===== src/rtl/link_mon_pkg.sv =====
`timescale 1ns/1ps
package link_mon_pkg;

  typedef enum logic [1:0] {
    LNK_DOWN  = 2'd0,
    LNK_READY = 2'd1,
    LNK_UP    = 2'd2
  } lnk_state_e;

  // cycles of stable data-valid needed: ceil(kHz * us / 1000), minimum 1
  function automatic int unsigned settle_cycles(input int unsigned clk_khz,
                                                input int unsigned wait_us);
    int unsigned c;
    c = (clk_khz * wait_us + 999) / 1000;
    return (c == 0) ? 1 : c;
  endfunction

endpackage


===== src/rtl/link_settle_timer.sv =====
`timescale 1ns/1ps
module link_settle_timer #(
  parameter int unsigned SETTLE_CYC = 41250
) (
  input  logic clk,
  input  logic rst_n,
  input  logic run,
  output logic done
);
  localparam int unsigned CW = (SETTLE_CYC < 2) ? 1 : $clog2(SETTLE_CYC);
  localparam logic [CW-1:0] LAST = CW'(SETTLE_CYC - 1);

  logic [CW-1:0] cnt_q;

  assign done = run && (cnt_q == LAST);

  always_ff @(posedge clk or negedge rst_n) begin
    if (!rst_n)         cnt_q <= '0;
    else if (!run)      cnt_q <= '0;
    else if (done)      cnt_q <= '0;
    else                cnt_q <= cnt_q + 1'b1;
  end


  cnt_clear_on_stop_chk: assert property (@(posedge clk) disable iff (!rst_n)
    !run |=> (cnt_q == '0));


  cnt_range_chk: assert property (@(posedge clk) disable iff (!rst_n)
    cnt_q <= LAST);

endmodule


===== src/rtl/link_fsm.sv =====
`timescale 1ns/1ps
module link_fsm
  import link_mon_pkg::*;
(
  input  logic       clk,
  input  logic       rst_n,
  input  logic       speed_100,
  input  logic       data_valid,
  input  logic       an_enable,
  input  logic       an_link_ok,
  input  logic       settle_done,
  output logic       settle_run,
  output logic       mode_chg,
  output logic       in_ready,
  output logic       in_up
);
  lnk_state_e state_q, state_d;
  logic       spd_q;

  assign mode_chg   = (speed_100 != spd_q);
  assign in_ready   = (state_q == LNK_READY);
  assign in_up      = (state_q == LNK_UP);
  assign settle_run = (state_q == LNK_DOWN) && speed_100 && data_valid &&
                      an_enable && !mode_chg;

  always_comb begin
    state_d = state_q;
    if (mode_chg || !speed_100 || !data_valid) begin
      state_d = LNK_DOWN;
    end else begin
      unique case (state_q)
        LNK_DOWN:  if (!an_enable)      state_d = LNK_UP;
                   else if (settle_done) state_d = LNK_READY;
        LNK_READY: if (an_link_ok)      state_d = LNK_UP;
        LNK_UP:    state_d = LNK_UP;
        default:   state_d = LNK_DOWN;
      endcase
    end
  end

  always_ff @(posedge clk or negedge rst_n) begin
    if (!rst_n) begin
      state_q <= LNK_DOWN;
      spd_q   <= 1'b0;
    end else begin
      state_q <= state_d;
      spd_q   <= speed_100;
    end
  end


  ready_after_settle_chk: assert property (@(posedge clk) disable iff (!rst_n)
    $rose(in_ready) |-> $past(settle_done));


  ready_holds_chk: assert property (@(posedge clk) disable iff (!rst_n)
    (in_ready && !an_link_ok) |=> !in_up);


  an_off_direct_up_chk: assert property (@(posedge clk) disable iff (!rst_n)
    (!in_ready && !in_up && !an_enable && data_valid && speed_100 && !mode_chg)
      |=> in_up);


  up_needs_valid_chk: assert property (@(posedge clk) disable iff (!rst_n)
    $rose(in_up) |-> $past(data_valid && speed_100));


  drop_to_down_chk: assert property (@(posedge clk) disable iff (!rst_n)
    !data_valid |=> (!in_up && !in_ready));

endmodule


===== src/rtl/link_status_latch.sv =====
`timescale 1ns/1ps
module link_status_latch (
  input  logic clk,
  input  logic rst_n,
  input  logic live,
  input  logic rd,
  output logic reg_bit
);
  always_ff @(posedge clk or negedge rst_n) begin
    if (!rst_n)     reg_bit <= 1'b0;
    else if (rd)    reg_bit <= live;
    else if (!live) reg_bit <= 1'b0;
  end


  latch_low_chk: assert property (@(posedge clk) disable iff (!rst_n)
    (!live && !rd) |=> !reg_bit);


  read_loads_chk: assert property (@(posedge clk) disable iff (!rst_n)
    rd |=> (reg_bit == $past(live)));

endmodule


===== src/rtl/phy_link_monitor.sv =====
`timescale 1ns/1ps
module phy_link_monitor
  import link_mon_pkg::*;
#(
  parameter int unsigned CLK_KHZ = 125000,
  parameter int unsigned WAIT_US = 330
) (
  input  logic clk,
  input  logic rst_n,
  input  logic speed_100,
  input  logic data_valid,
  input  logic an_enable,
  input  logic an_link_ok,
  input  logic link10_in,
  input  logic mgmt_rd,
  output logic link_status,
  output logic link_status_reg,
  output logic link_led,
  output logic tx_en,
  output logic rx_en
);
  localparam int unsigned SETTLE_CYC = settle_cycles(CLK_KHZ, WAIT_US);

  logic settle_run, settle_done, mode_chg, in_ready, in_up;
  logic link100;

  link_settle_timer #(.SETTLE_CYC(SETTLE_CYC)) u_timer (
    .clk   (clk),
    .rst_n (rst_n),
    .run   (settle_run),
    .done  (settle_done)
  );

  link_fsm u_fsm (
    .clk         (clk),
    .rst_n       (rst_n),
    .speed_100   (speed_100),
    .data_valid  (data_valid),
    .an_enable   (an_enable),
    .an_link_ok  (an_link_ok),
    .settle_done (settle_done),
    .settle_run  (settle_run),
    .mode_chg    (mode_chg),
    .in_ready    (in_ready),
    .in_up       (in_up)
  );

  assign link100     = in_up && data_valid;
  assign link_status = rst_n && (speed_100 ? link100 : link10_in);
  assign link_led    = link_status;
  assign tx_en       = in_up;
  assign rx_en       = in_up;

  link_status_latch u_latch (
    .clk     (clk),
    .rst_n   (rst_n),
    .live    (link_status),
    .rd      (mgmt_rd),
    .reg_bit (link_status_reg)
  );


  drop_kills_link_chk: assert property (@(posedge clk) disable iff (!rst_n)
    (speed_100 && !data_valid) |-> !link_status);


  mode_change_down_chk: assert property (@(posedge clk) disable iff (!rst_n)
    mode_chg |=> !tx_en);


  enables_pair_chk: assert property (@(posedge clk) disable iff (!rst_n)
    tx_en == rx_en);


  reset_quiet_chk: assert property (@(posedge clk)
    !rst_n |-> (!tx_en && !link_status && !link_status_reg));

endmodule


===== config.mk =====
export PLATFORM = sky130hd
export DESIGN_NAME = phy_link_monitor
export DESIGN_NICKNAME = d
export VERILOG_FILES = /design/src/rtl/link_mon_pkg.sv /design/src/rtl/link_settle_timer.sv /design/src/rtl/link_fsm.sv /design/src/rtl/link_status_latch.sv /design/src/rtl/phy_link_monitor.sv
export SDC_FILE = /design/constraint.sdc
export NUM_CORES = 1
export LEC_CHECK = 0
export BUFFER_PORTS_ARGS = -buffer_cell sky130_fd_sc_hd__buf_2
export CAP_MARGIN = 25
export CORE_MARGIN = 4
export CORE_UTILIZATION = 25
export DETAILED_ROUTE_END_ITERATION = 7
export GPL_TIMING_DRIVEN = 0
export PLACE_DENSITY_LB_ADDON = 0.25
export SYNTH_ARGS = -nofsm -noshare
export SYNTH_HDL_FRONTEND = slang
export SYNTH_HIERARCHICAL = 1
export SYNTH_SLANG_ARGS = --single-unit

===== constraint.sdc =====
create_clock -name clk -period 1.98 [get_ports clk]
set_clock_uncertainty 0.15 [all_clocks]
set_input_delay 0 -clock clk [delete_from_list [all_inputs] [get_ports clk]]
set_output_delay 0 -clock clk [all_outputs]
set_load 0.005 [all_outputs]

Yosys cells after proc, flatten, opt, wreduce, memory -nomap -nowiden
Cells that the tools add are included.
Operators by class
  add/subtract/negate cells: 1
  equal/unequal tests: 7
  multiplexer cells: 10
  reductions and logical operators: 14
Operators by type and width (count)
  16-bit 2-to-1 mux: 2
  16-bit by 1-bit adder with 16-bit output, second input constant: 1
  16-bit == test, second input constant: 1
  2-bit 2-to-1 mux: 4
  1-bit logical AND: 7
  2-bit case mux with 3 select lines: 1
  4-bit != test, second input constant: 1
  1-bit zero test: 3
  1-bit 2-to-1 mux: 3
  3-bit by 2-bit != test with 1-bit output, second input constant: 1
  2-bit by 1-bit == test with 1-bit output, second input constant: 1
  2-bit == test, second input constant: 1
  2-bit zero test: 1
  1-bit logical OR: 2
  2-bit != test, second input constant: 1
  2-bit AND reduction: 1
  1-bit != test: 1
Storage, ports and cells
  flip-flop bits (word level): 20
  input bits: 8
  output and inout port bits: 5

Longest topological paths before layout
  depth in word-level cells: 10
  depth in mapped cells: 10
  gate-level depth less buffers: 8

Modules after synthesis
The synthesis kept the hierarchy.
By module, submodules not included
  link_settle_timer: instances 1, cells each 84, area each 839.6 um2
  link_fsm: instances 1, cells each 23, area each 226.5 um2
  link_status_latch: instances 1, cells each 2, area each 32.5 um2
  phy_link_monitor: instances 1, cells each 5, area each 30.0 um2

Worst setup path after synthesis
No wires, ideal clock.
  kind: reg2reg
  start: register u_fsm.state_q[0]
  end: register u_timer.cnt_q[14]
  library setup time: 0.119 ns
  arrival: 1.755 ns
  required time: 1.711 ns
  setup slack: -0.043 ns
  cell stages (with the launch flop): 11
  path buffers: 2
  path through: dfrtp_1 -> inv_1 -> ha_1 -> nand2_1 -> nor3_1 -> nor4bb_1 -> and4_1 -> nand2b_1 -> buf_4 -> buf_6 -> nor2_1
Between the ends
  word-level cells in the longest chain between the ends: 8
Ends and longest elaborated chain
  start, declared: RTL line link_fsm.sv:17  | lnk_state_e state_q, state_d;
  start signal, assigned: RTL line link_fsm.sv:46  | state_q <= state_d;
  2-bit zero test: RTL line link_fsm.sv:23  | assign settle_run = (state_q == LNK_DOWN) && speed_100 && data_valid &&
  1-bit logical AND (3 in series): RTL line link_fsm.sv:23
  1-bit logical AND: RTL line link_fsm.sv:24  | an_enable && !mode_chg;
  net settle_run: RTL line phy_link_monitor.sv:24  | logic settle_run, settle_done, mode_chg, in_ready, in_up;
  1-bit logical AND: RTL line link_settle_timer.sv:15  | assign done = run && (cnt_q == LAST);
  net settle_done: RTL line phy_link_monitor.sv:24
  16-bit 2-to-1 mux: RTL line link_settle_timer.sv:20  | else if (done) cnt_q <= '0;
  16-bit 2-to-1 mux: RTL line link_settle_timer.sv:19  | else if (!run) cnt_q <= '0;
  end signal, assigned: RTL line link_settle_timer.sv:21  | else cnt_q <= cnt_q + 1'b1;
  end, declared: RTL line link_settle_timer.sv:13  | logic [CW-1:0] cnt_q;
The timed path passes the listed nets, and every way through them passes these cells.
A chain may end at the register's enable or synchronous reset.

Final worst setup path
Ends and elaborated chain as after synthesis.

==> results.md <==
* Antenna cells at 0
* # clock sinks at 20
* First-pass GRT wire length at 4190 µm
* Drt total wl at 2370 µm
* Placed wire-length estimate at 1690 µm
* Slew HR at 76.5%
* Req. time, crit path at 1970 ps
* Post-synth top area cell: dfrtp_1
* Initial core utilization at 25.9%
* Top FF cell, synth: dfrtp_1
* Nets at 162
* CTS Buf Count at 3
* Area contributors post-synth: dfrtp_1 (44%), xnor2_1 (9.3%), ha_1 (7.8%), nor2_1 (6.3%), nand2_1 (2.7%)
* Core Area at 0.00435 mm²
* Place WS at -329 ps
* Total track usage at 9.64%
* Final period util at 99.0%
* GP Congestion at 0.806
* Critical path class: reg2reg
* Routed len/inst at 12.0 µm
* FF/Latch Area at 500 µm²
* Commonest non-fill, non-tap cells in the layout: dfrtp_1 (20), xnor2_1 (12), nor2_1 (12), buf_2 (11), buf_4 (9)
* Syn Inst Count at 114
* I/O pin count at 13
* Total grt overflow at 0
* Number of synthesized register bits at 20
* Actual slew at the worst max-slew pin at 348 ps
* Hold Path Cell Cnt at 4
* Worst setup EP type: flop
* Die W at 75.2 µm
* Mapped cell area at 0.00113 mm²
* Critical path depth at 9
* Arrival time worst endpoint at 1950 ps
* Final setup vio count at 0
* Die Y at 75.2 µm
* Hold_sp: an_enable
* Worst-path cell chain: inv_2 > ha_4 > nand2_4 > nor3_4 > nor4bb_4 > and4_4 > nand2b_4 > buf_6 > nor2_1
* Synth-to-layout area growth at 38.6%
* Die area at 0.00565 mm²
* Syn avg cell area at 9.90 µm²
* Clk buf depth at 2
* Tmin final at 1960 ps
* Unique cell type count in the Yosys netlist at 28
* CP startpoint kind: flop
* CTS root buffer: clkbuf_8
* Yosys top cell area share at 44.3%
* Smallest hold slack at 34.4 ps
* Pin count of the biggest net entering global routing at 23
* Share of cells above drive strength 1 at 35.9%
* Power Total at 749 µW
* Register-to-Register Setup Slack at 20 ps
* Pins Over Slew Limit at 0
* Power Density at 479 mW/mm²
* PortBufs at 12
* DRC viols at 0
* Vias per inst at 4.55
* CTS tree: done
* Initial antenna violation count at 0
* Post-synth EDFFs at 0
* CP delay by family, top: simple AND/OR/NAND/NOR gates
* Row cnt at 24
* Final hold vios at 0
* Worst r2r dst: u_timer/cnt_q[14]
* Hold WC Path Type: in2reg
* CP Max Fanout at 5
* Lkg Pwr at 0.000619 µW
* FFs w/ async S/R, synth at 100%
* Antenna-violating nets left at 0
* Synthesis Warnings at 6
* Commonest non-fill, non-tap cell in the layout: dfrtp_1
* Multi-input combinational cell area at 677 µm²
* Vias in the first global route at 946
* CP peak stage delay at 400 ps
* Final Worst Setup Slack at 19.8 ps
* CP bufs+invs at 2
* Max stage delay cell, worst path: dfrtp_1
* R2R Path Start: u_fsm/state_q[0]
* Post-Syn Nets at 129
* Worst-path clk slew at 70 ps
* Worst-Skew Late Latency at 250 ps
* Dpl cell area at 0.00126 mm²
* Sequential cell area fraction in the yosys report at 44.3%
* Max VDD drop at 0.380 mV
* First drt pass iteration count at 4
* DR iter-0 viols at 28
* Total negative slack at 0 ps
* Endpoint, Worst Hold: u_fsm/state_q[1]
* Fill cells at 436
* Max frequency at 0.510 GHz
* Via count at 896
* H-tree levels at 1
* Status: finished, final reports clean
* Final Cell Area at 0.00156 mm²
* RSZ-0062 raised after global routing: true
* Total of max-cap violations at 0
* Path depth of the worst reg2reg path at 9
stage by stage:
step	util, %	std cells
final	35.9	197
after global routing	35.9	197
after CTS	34.7	195
after detailed placement	29.0	178
after global placement	29.0	178
after floorplan	-	114
area by class of cell:
cell class                 count  area share (%)
clock buffer                   3            2.64
multi-input combinational     83            43.3
sequential                    20            32.0
tap                           52            4.16
inverter                       7            1.68
timing repair buffer          29            14.6
buffer                         3            1.68
timing repair:
action	4_1_cts	5_1_grt
hold buffers	7	0
cloned	1	0
resized for setup	19	10
pin swaps	9	7
setup endpoints to repair	18	19
endpoints found under the hold margin	24	0
setup buffers	6	3
how the worst max path moves through the flow:
stage	start	to	slack, ps
finish	u_fsm/state_q[0]	u_timer/cnt_q[14]	20
global route	u_fsm/state_q[0]	u_fsm/state_q[0]	-90
CTS	u_fsm/state_q[1]	u_timer/cnt_q[0]	-50
detailed placement	u_fsm/state_q[0]	u_timer/cnt_q[14]	-330
global placement	u_fsm/state_q[0]	u_timer/cnt_q[8]	-280
floorplan	u_fsm/state_q[0]	u_timer/cnt_q[14]	10
synth_stat cells, types with 2 or more instances:
| master | instances |
|---|---|
| inv_1 | 7 |
| nand4_2 | 2 |
| nor4bb_1 | 2 |
| nand2b_1 | 2 |
| ha_1 | 7 |
| nor4_1 | 3 |
| nand2_1 | 8 |
| nor2_1 | 19 |
| nor4b_1 | 2 |
| nor3_1 | 5 |
| dfrtp_1 | 20 |
| nand4_1 | 3 |
| buf_4 | 3 |
| nand3_1 | 5 |
| xor2_1 | 2 |
| xnor2_1 | 12 |
sequential cells by signal, indices dropped and copies added (netlist names):
register,cells
u_timer/cnt_q,16
u_fsm/state_q,2
u_fsm/spd_q,1
u_latch/reg_bit,1
power breakdown:
| part | total, µW | switching (µW) | leakage, µW | internal [µW] |
|---|---|---|---|---|
| registers | 414 | 2.73 | 0.000277 | 411 |
| clock network | 262 | 126 | 0.0000216 | 135 |
| logic | 73.6 | 34.4 | 0.000321 | 39.2 |
| total | 749 | 163 | 0.000619 | 586 |
worst reg2reg max path, cell delays in order (launching register included):
cell	delay [ps]
dfrtp_1	400
inv_2	90
ha_4	150
nand2_4	50
nor3_4	200
nor4bb_4	220
and4_4	250
nand2b_4	160
buf_6	130
nor2_1	50
metal layers:
metal | global-route usage (%) | part of all wire (%) | vias to the layer above
li1 | - | - | 446
met1 | 12.3 | 44 | 435
met2 | 16.2 | 51 | 13
met3 | 3.20 | 4.1 | 2
met4 | 1.75 | 0.34 | 0
met5 | 0 | 0 | -
cells by family (layout without fill, tap and decap cells):
logic type	Yosys count	in the layout	share of synthesized area [%]
AOI/OAI and AO/OA	6	6	3.44
DFF	20	20	44.3
buffers and inverters	11	42	5.32
xor gates and xnor gates	14	14	10.9
and+or+nand+nor	55	55	27.4
adders and majority gates	7	7	7.76
muxes	1	1	0.887
No activity file was read; power rests on OpenSTA's default activity.
